File: src/rtl/plm_pkg.sv
package plm_pkg;
  // Measurement state: idle, or waiting for the edge that closes the cycle
  typedef enum logic [1:0] {
    PM_IDLE     = 2'd0,
    PM_WAIT_FB  = 2'd1,
    PM_WAIT_REF = 2'd2
  } pm_state_e;

  // One graded phase-detector cycle
  typedef struct packed {
    logic valid;
    logic good;
    logic bad;
    logic timeout;
  } plm_verdict_t;
endpackage

File: src/rtl/plm_phase_meter.sv
module plm_phase_meter #(
  parameter int CNT_W         = 8,
  parameter int TIMEOUT_TICKS = 40
) (
  input  logic             clk,
  input  logic             rst,
  input  logic             ref_pulse,
  input  logic             fb_pulse,
  output logic             meas_valid,
  output logic             meas_timeout,
  output logic [CNT_W-1:0] meas_err
);
  import plm_pkg::*;

  localparam logic [CNT_W-1:0] LAST_TICK = CNT_W'(TIMEOUT_TICKS - 1);
  localparam logic [CNT_W-1:0] ONE       = CNT_W'(1);

  pm_state_e        state;
  logic [CNT_W-1:0] tick_cnt;
  logic             closing_edge;

  // The edge that ends the cycle is the opposite of the one that opened it
  always_comb begin
    closing_edge = 1'b0;
    if (state == PM_WAIT_FB)  closing_edge = fb_pulse;
    if (state == PM_WAIT_REF) closing_edge = ref_pulse;
  end

  always_ff @(posedge clk) begin
    if (rst) begin
      state        <= PM_IDLE;
      tick_cnt     <= '0;
      meas_valid   <= 1'b0;
      meas_timeout <= 1'b0;
      meas_err     <= '0;
    end else begin
      meas_valid   <= 1'b0;
      meas_timeout <= 1'b0;
      case (state)
        PM_IDLE: begin
          tick_cnt <= '0;
          if (ref_pulse && fb_pulse) begin
            meas_valid <= 1'b1;
            meas_err   <= '0;
          end else if (ref_pulse) begin
            state <= PM_WAIT_FB;
          end else if (fb_pulse) begin
            state <= PM_WAIT_REF;
          end
        end
        PM_WAIT_FB, PM_WAIT_REF: begin
          if (closing_edge) begin
            meas_valid <= 1'b1;
            meas_err   <= tick_cnt + ONE;
            state      <= PM_IDLE;
          end else if (tick_cnt == LAST_TICK) begin
            meas_valid   <= 1'b1;
            meas_timeout <= 1'b1;
            meas_err     <= '1;
            state        <= PM_IDLE;
          end else begin
            tick_cnt <= tick_cnt + ONE;
          end
        end
        default: state <= PM_IDLE;
      endcase
    end
  end
endmodule

File: src/rtl/plm_grader.sv
module plm_grader #(
  parameter int CNT_W = 8
) (
  input  logic               meas_valid,
  input  logic               meas_timeout,
  input  logic [CNT_W-1:0]   meas_err,
  input  logic [CNT_W-1:0]   acq_limit,
  input  logic [CNT_W-1:0]   rel_limit,
  output plm_pkg::plm_verdict_t verdict
);
  always_comb begin
    verdict.valid   = meas_valid;
    verdict.timeout = meas_timeout;
    verdict.good    = !meas_timeout && (meas_err < acq_limit);
    verdict.bad     = meas_timeout || (meas_err > rel_limit);
  end
endmodule

File: src/rtl/plm_lock_fsm.sv
module plm_lock_fsm #(
  parameter int GOOD_RUN = 5,
  parameter int RUN_W    = $clog2(GOOD_RUN + 1)
) (
  input  logic                  clk,
  input  logic                  rst,
  input  plm_pkg::plm_verdict_t verdict,
  output logic                  locked,
  output logic [RUN_W-1:0]      run_cnt
);
  localparam logic [RUN_W-1:0] RUN_LAST = RUN_W'(GOOD_RUN - 1);
  localparam logic [RUN_W-1:0] RUN_ONE  = RUN_W'(1);

  always_ff @(posedge clk) begin
    if (rst) begin
      locked  <= 1'b0;
      run_cnt <= '0;
    end else if (verdict.valid) begin
      if (!locked) begin
        if (!verdict.good) begin
          run_cnt <= '0;
        end else if (run_cnt == RUN_LAST) begin
          locked  <= 1'b1;
          run_cnt <= '0;
        end else begin
          run_cnt <= run_cnt + RUN_ONE;
        end
      end else if (verdict.bad) begin
        locked  <= 1'b0;
        run_cnt <= '0;
      end
    end
  end
endmodule

File: src/rtl/pll_lock_monitor.sv
module pll_lock_monitor #(
  parameter int CNT_W         = 8,
  parameter int GOOD_RUN      = 5,
  parameter int TIMEOUT_TICKS = 40
) (
  input  logic             clk,
  input  logic             rst,
  input  logic             ref_pulse,
  input  logic             fb_pulse,
  input  logic [CNT_W-1:0] acq_limit,
  input  logic [CNT_W-1:0] rel_limit,
  output logic             locked
);
  localparam int RUN_W = $clog2(GOOD_RUN + 1);

  logic                  meas_valid;
  logic                  meas_timeout;
  logic [CNT_W-1:0]      meas_err;
  plm_pkg::plm_verdict_t verdict;
  logic [RUN_W-1:0]      run_cnt;

  plm_phase_meter #(.CNT_W(CNT_W), .TIMEOUT_TICKS(TIMEOUT_TICKS)) u_meter (
    .clk          (clk),
    .rst          (rst),
    .ref_pulse    (ref_pulse),
    .fb_pulse     (fb_pulse),
    .meas_valid   (meas_valid),
    .meas_timeout (meas_timeout),
    .meas_err     (meas_err)
  );

  plm_grader #(.CNT_W(CNT_W)) u_grader (
    .meas_valid   (meas_valid),
    .meas_timeout (meas_timeout),
    .meas_err     (meas_err),
    .acq_limit    (acq_limit),
    .rel_limit    (rel_limit),
    .verdict      (verdict)
  );

  plm_lock_fsm #(.GOOD_RUN(GOOD_RUN), .RUN_W(RUN_W)) u_fsm (
    .clk     (clk),
    .rst     (rst),
    .verdict (verdict),
    .locked  (locked),
    .run_cnt (run_cnt)
  );
endmodule

File: config.mk
export PLATFORM = sky130hd
export DESIGN_NAME = pll_lock_monitor
export DESIGN_NICKNAME = d
export VERILOG_FILES = /design/src/rtl/plm_pkg.sv /design/src/rtl/plm_phase_meter.sv /design/src/rtl/plm_grader.sv /design/src/rtl/plm_lock_fsm.sv /design/src/rtl/pll_lock_monitor.sv
export SDC_FILE = /design/constraint.sdc
export NUM_CORES = 1
export LEC_CHECK = 0
export ABC_AREA = 0
export BUFFER_PORTS_ARGS = -buffer_cell sky130_fd_sc_hd__buf_2
export CAP_MARGIN = 15
export CORE_UTILIZATION = 35
export CTS_CLUSTER_SIZE = 24
export DETAILED_ROUTE_END_ITERATION = 16
export GPL_ROUTABILITY_DRIVEN = 0
export PLACE_DENSITY_LB_ADDON = 0.3
export SETUP_SLACK_MARGIN = 0.2
export SLEW_MARGIN = 20
export SYNTH_ARGS = -nofsm -noshare
export SYNTH_HDL_FRONTEND = slang
export SYNTH_HIERARCHICAL = 1
export SYNTH_SLANG_ARGS = --single-unit
File: constraint.sdc
create_clock -name clk -period 2.3 [get_ports clk]
set_clock_uncertainty 0.1 [all_clocks]
set_input_delay 0.345 -clock clk [delete_from_list [all_inputs] [get_ports clk]]
set_output_delay 0.345 -clock clk [all_outputs]
set_load 0.005 [all_outputs]
# == Yosys cells after proc, flatten, opt, wreduce, memory -nomap -nowiden ==
# Cells that the tools add are included.
# word_totals
elab_cells,62
regBits,24
out_inout_bits,1
# op_classes
muxes,27
bitwise,1
order_cmp,2
addsub,2
reduce_logical,12
eq_ne,11
# ops
op,n
2-to-1 mux 8 bit,5
one-hot mux 8 bit (2 select lines),2
2-to-1 mux 3 bit,4
2-to-1 mux 2 bit,5
2-to-1 mux 1 bit,9
AND reduction 3 bit,3
"adder 8 x 1 -> 8 bit, second input constant",1
"equality test 8 x 6 -> 1 bit, second input constant",1
greater-than comparator 8 bit,1
< comparator 8 bit,1
"inequality test 2 bit, second input constant",3
"inequality test 2 x 1 -> 1 bit, second input constant",2
one-hot mux 2 bit (2 select lines),1
"adder 3 x 1 -> 3 bit, second input constant",1
"equality test 3 bit, second input constant",1
"inequality test 3 x 1 -> 1 bit, second input constant",1
"inequality test 3 bit, second input constant",1
OR reduction 3 bit,1
"equality test 2 x 1 -> 1 bit, second input constant",1
"equality test 2 bit, second input constant",1
logical AND 1 bit,2
zero test 2 bit,1
one-hot mux 1 bit (2 select lines),1
AND reduction 2 bit,1
other kinds (5),5

# == Depth between registers and ports, before layout ==
# logic_depth
depth_word,5
ltp_mapped,9
mapped_depth_nobuf,9

# == By module ==
# Netlist, hierarchy kept.
# by_module_without_submodules
mod,instances,area_per_inst_um2,seq_area_each_um2,cells_each
plm_phase_meter,1,1106.1,400.4,132
plm_grader,1,392.9,0.0,52
plm_lock_fsm,1,225.2,80.1,24

# == Least setup slack after synthesis ==
# Ideal clock, no wire load.
# synth_path
path_type,input port to flip-flop
from,input port rel_limit[1]
to,register u_fsm.run_cnt[2]
path_slack_ps,481
arrival_time_ps,1594
n_path_buf,0
path_stages,9
path_cell_list,inv_1 ha_1 nor2b_1 o211ai_1 a21o_1 a21oi_1 nor2b_4 o31ai_1 a21oi_1
# synth_lines
element,line,source
start: declaration,pll_lock_monitor.sv:11,"input logic [CNT_W-1:0] rel_limit,"
end signal: assignment,plm_lock_fsm.sv:26,run_cnt <= run_cnt + RUN_ONE;
end: declaration,plm_lock_fsm.sv:9,output logic [RUN_W-1:0] run_cnt

==> metrics <==
Nets=264; drt drc=0; P&R area growth vs syn=10.7%; CTS Sinks=24; Crit path required time=2330 ps; vias in the first global route=1,358; Ys Warns=6; first-pass GRT wire length=5830 um; IO buf count=20; cells after synthesis=207; # diodes=0; die width=72.0 um; root buffer cell=clkbuf_8; worst path arrival time=2000 ps; Vias=1,459; Cell Pwr Density=484 mW/mm^2; period utilization=85.5%; DP Worst Slack=218 ps; antenna violations before repair=0; critical path capture point type=register; Clock Path Buffers=2; Max-slew headroom=between 70 and 80%; Via density=5.08; reg2reg start=u_meter/meas_err[1]; crit start category=register; Initial DRC Count=46; hpwl dp=2610 um; CTS tree=built; total die area=a little over 0.005 mm^2; initial core utilization=36.3%; Max Fclk=0.509 GHz; Synth Area per Inst=8.29 um^2; grt ovf=0; final setup fails=0; I/O pins=21; Tot Pwr=0.920 mW; die height=approximately 70 um; Hold Path Origin=fb_pulse; syn_nets=249; critical path peak fanout=3; TritonCTS Buffers=3; Hold Worst Slack=between 300 and 400 ps; Worst-Skew Late Latency=around 260 ps; crit path kind=reg -> reg; maxcap violations=0; LEAKAGE=0.808 nW; status=completed; cell area after technology mapping=0.00172 mm^2; CTS Hold Buffers Added=0; postcts setup bufs=0; crit path launch=u_meter/meas_err[1]; Peak VDD IR=195 uV; final wirelength=3360 um; worst setup margin=334 ps; clk slew on worst S/H paths=around 80 ps; GR Util All Layers=13.8%; layout cells sized above 1=~16%; drt pass-1 iters=4; Slew @ Worst Pin=447 ps; CORE AREA=0.00472 mm^2; setup tns final=0 ps; Final Critical Period=1970 ps; RSZ-0062 raised after global routing=false; worst hold path class=in -> reg; pin count of the biggest net entering global routing=19; Std-Cell Rows=25; htree depth=1; Post-DRT Antenna Nets=0; Final Hold Viols=0; DR WL/cell=11.7 um; Slew Limit Fails=0
==> state kept, by name (all words and copies together), names as in the netlist <==
register,flops
u_fsm/locked,1
u_fsm/run_cnt,3
u_meter/meas_err,8
u_meter/meas_timeout,1
u_meter/meas_valid,1
u_meter/state,2
u_meter/tick_cnt,8
==> metrics by stage <==
stage / util (%) / instance area, um^2 / instances
after floorplan: - / 1720 / 207
after global placement: 39.2 / 1850 / 284
after detailed placement: 39.2 / 1850 / 284
after CTS: 40.1 / 1890 / 287
after global routing: 40.2 / 1900 / 287
final: 40.2 / 1900 / 287
==> critical path, cell delays in order, from the launching register on <==
cell and delay (ps):
dfxtp_1 350, ha_1 290, nor2b_1 120, o211ai_1 90, a21o_1 160, a21oi_1 320
nor2b_4 70, o31ai_1 240, a21oi_1 100
==> per-layer routing <==
metal | track usage, % | share of wire [%] | vias up | routed length (um)
met5 | 0 | 0 | - | 0
met4 | 4.58 | 0.68 | 0 | 23
met3 | 1.25 | 4.5 | 2 | 151
met2 | 22.6 | 44 | 35 | 1490
met1 | 19.2 | 50 | 637 | 1700
li1 | - | - | 785 | -
==> worst paths after layout <==
check / endpoint / slack (ps) / cells after the start
setup / recovery: u_fsm/run_cnt[2] / 330 / 8
hold / removal: u_meter/meas_valid / 340 / 3
setup reg to reg: u_fsm/run_cnt[2] / 330 / 8
hold reg to reg: u_meter/meas_err[2] / 400 / 1
==> cell usage in the layout, fill, tap and decap left out, types with 4 or more instances in the layout <==
cell and n:
a211oi_1 4, a21o_1 5, a21oi_1 21, a31oi_1 7, buf_2 20, dfxtp_1 24
ha_1 21, inv_1 22, nand2_1 11, nand2b_1 4, nand3_1 8, nand4_1 4
nor2_1 8, nor3_1 4, o21ai_0 12, o2bb2ai_1 5
==> power breakdown <==
| group | switching [mW] | internal [mW] | total [mW] |
|---|---|---|---|
| Sequential | 0.0174 | 0.431 | 0.449 |
| Clock | 0.120 | 0.117 | 0.237 |
| Combinational | 0.145 | 0.0900 | 0.235 |
| Total | 0.282 | 0.638 | 0.920 |
==> final cells by class <==
cell class | instances | area [um^2]
fill | 487 | 2820
sequential | 24 | 480
clock buffer | 3 | 41.3
multi-input combinational | 151 | 1110
timing repair buffer | 20 | 100
tap | 67 | 83.8
inverter | 22 | 82.6
==> repair_timing <==
item,in CTS,in global routing
hold endpoints to repair,0,0
endpoints found under the setup margin,0,12
resized for setup,0,3
No activity file was read; power rests on OpenSTA's default activity.
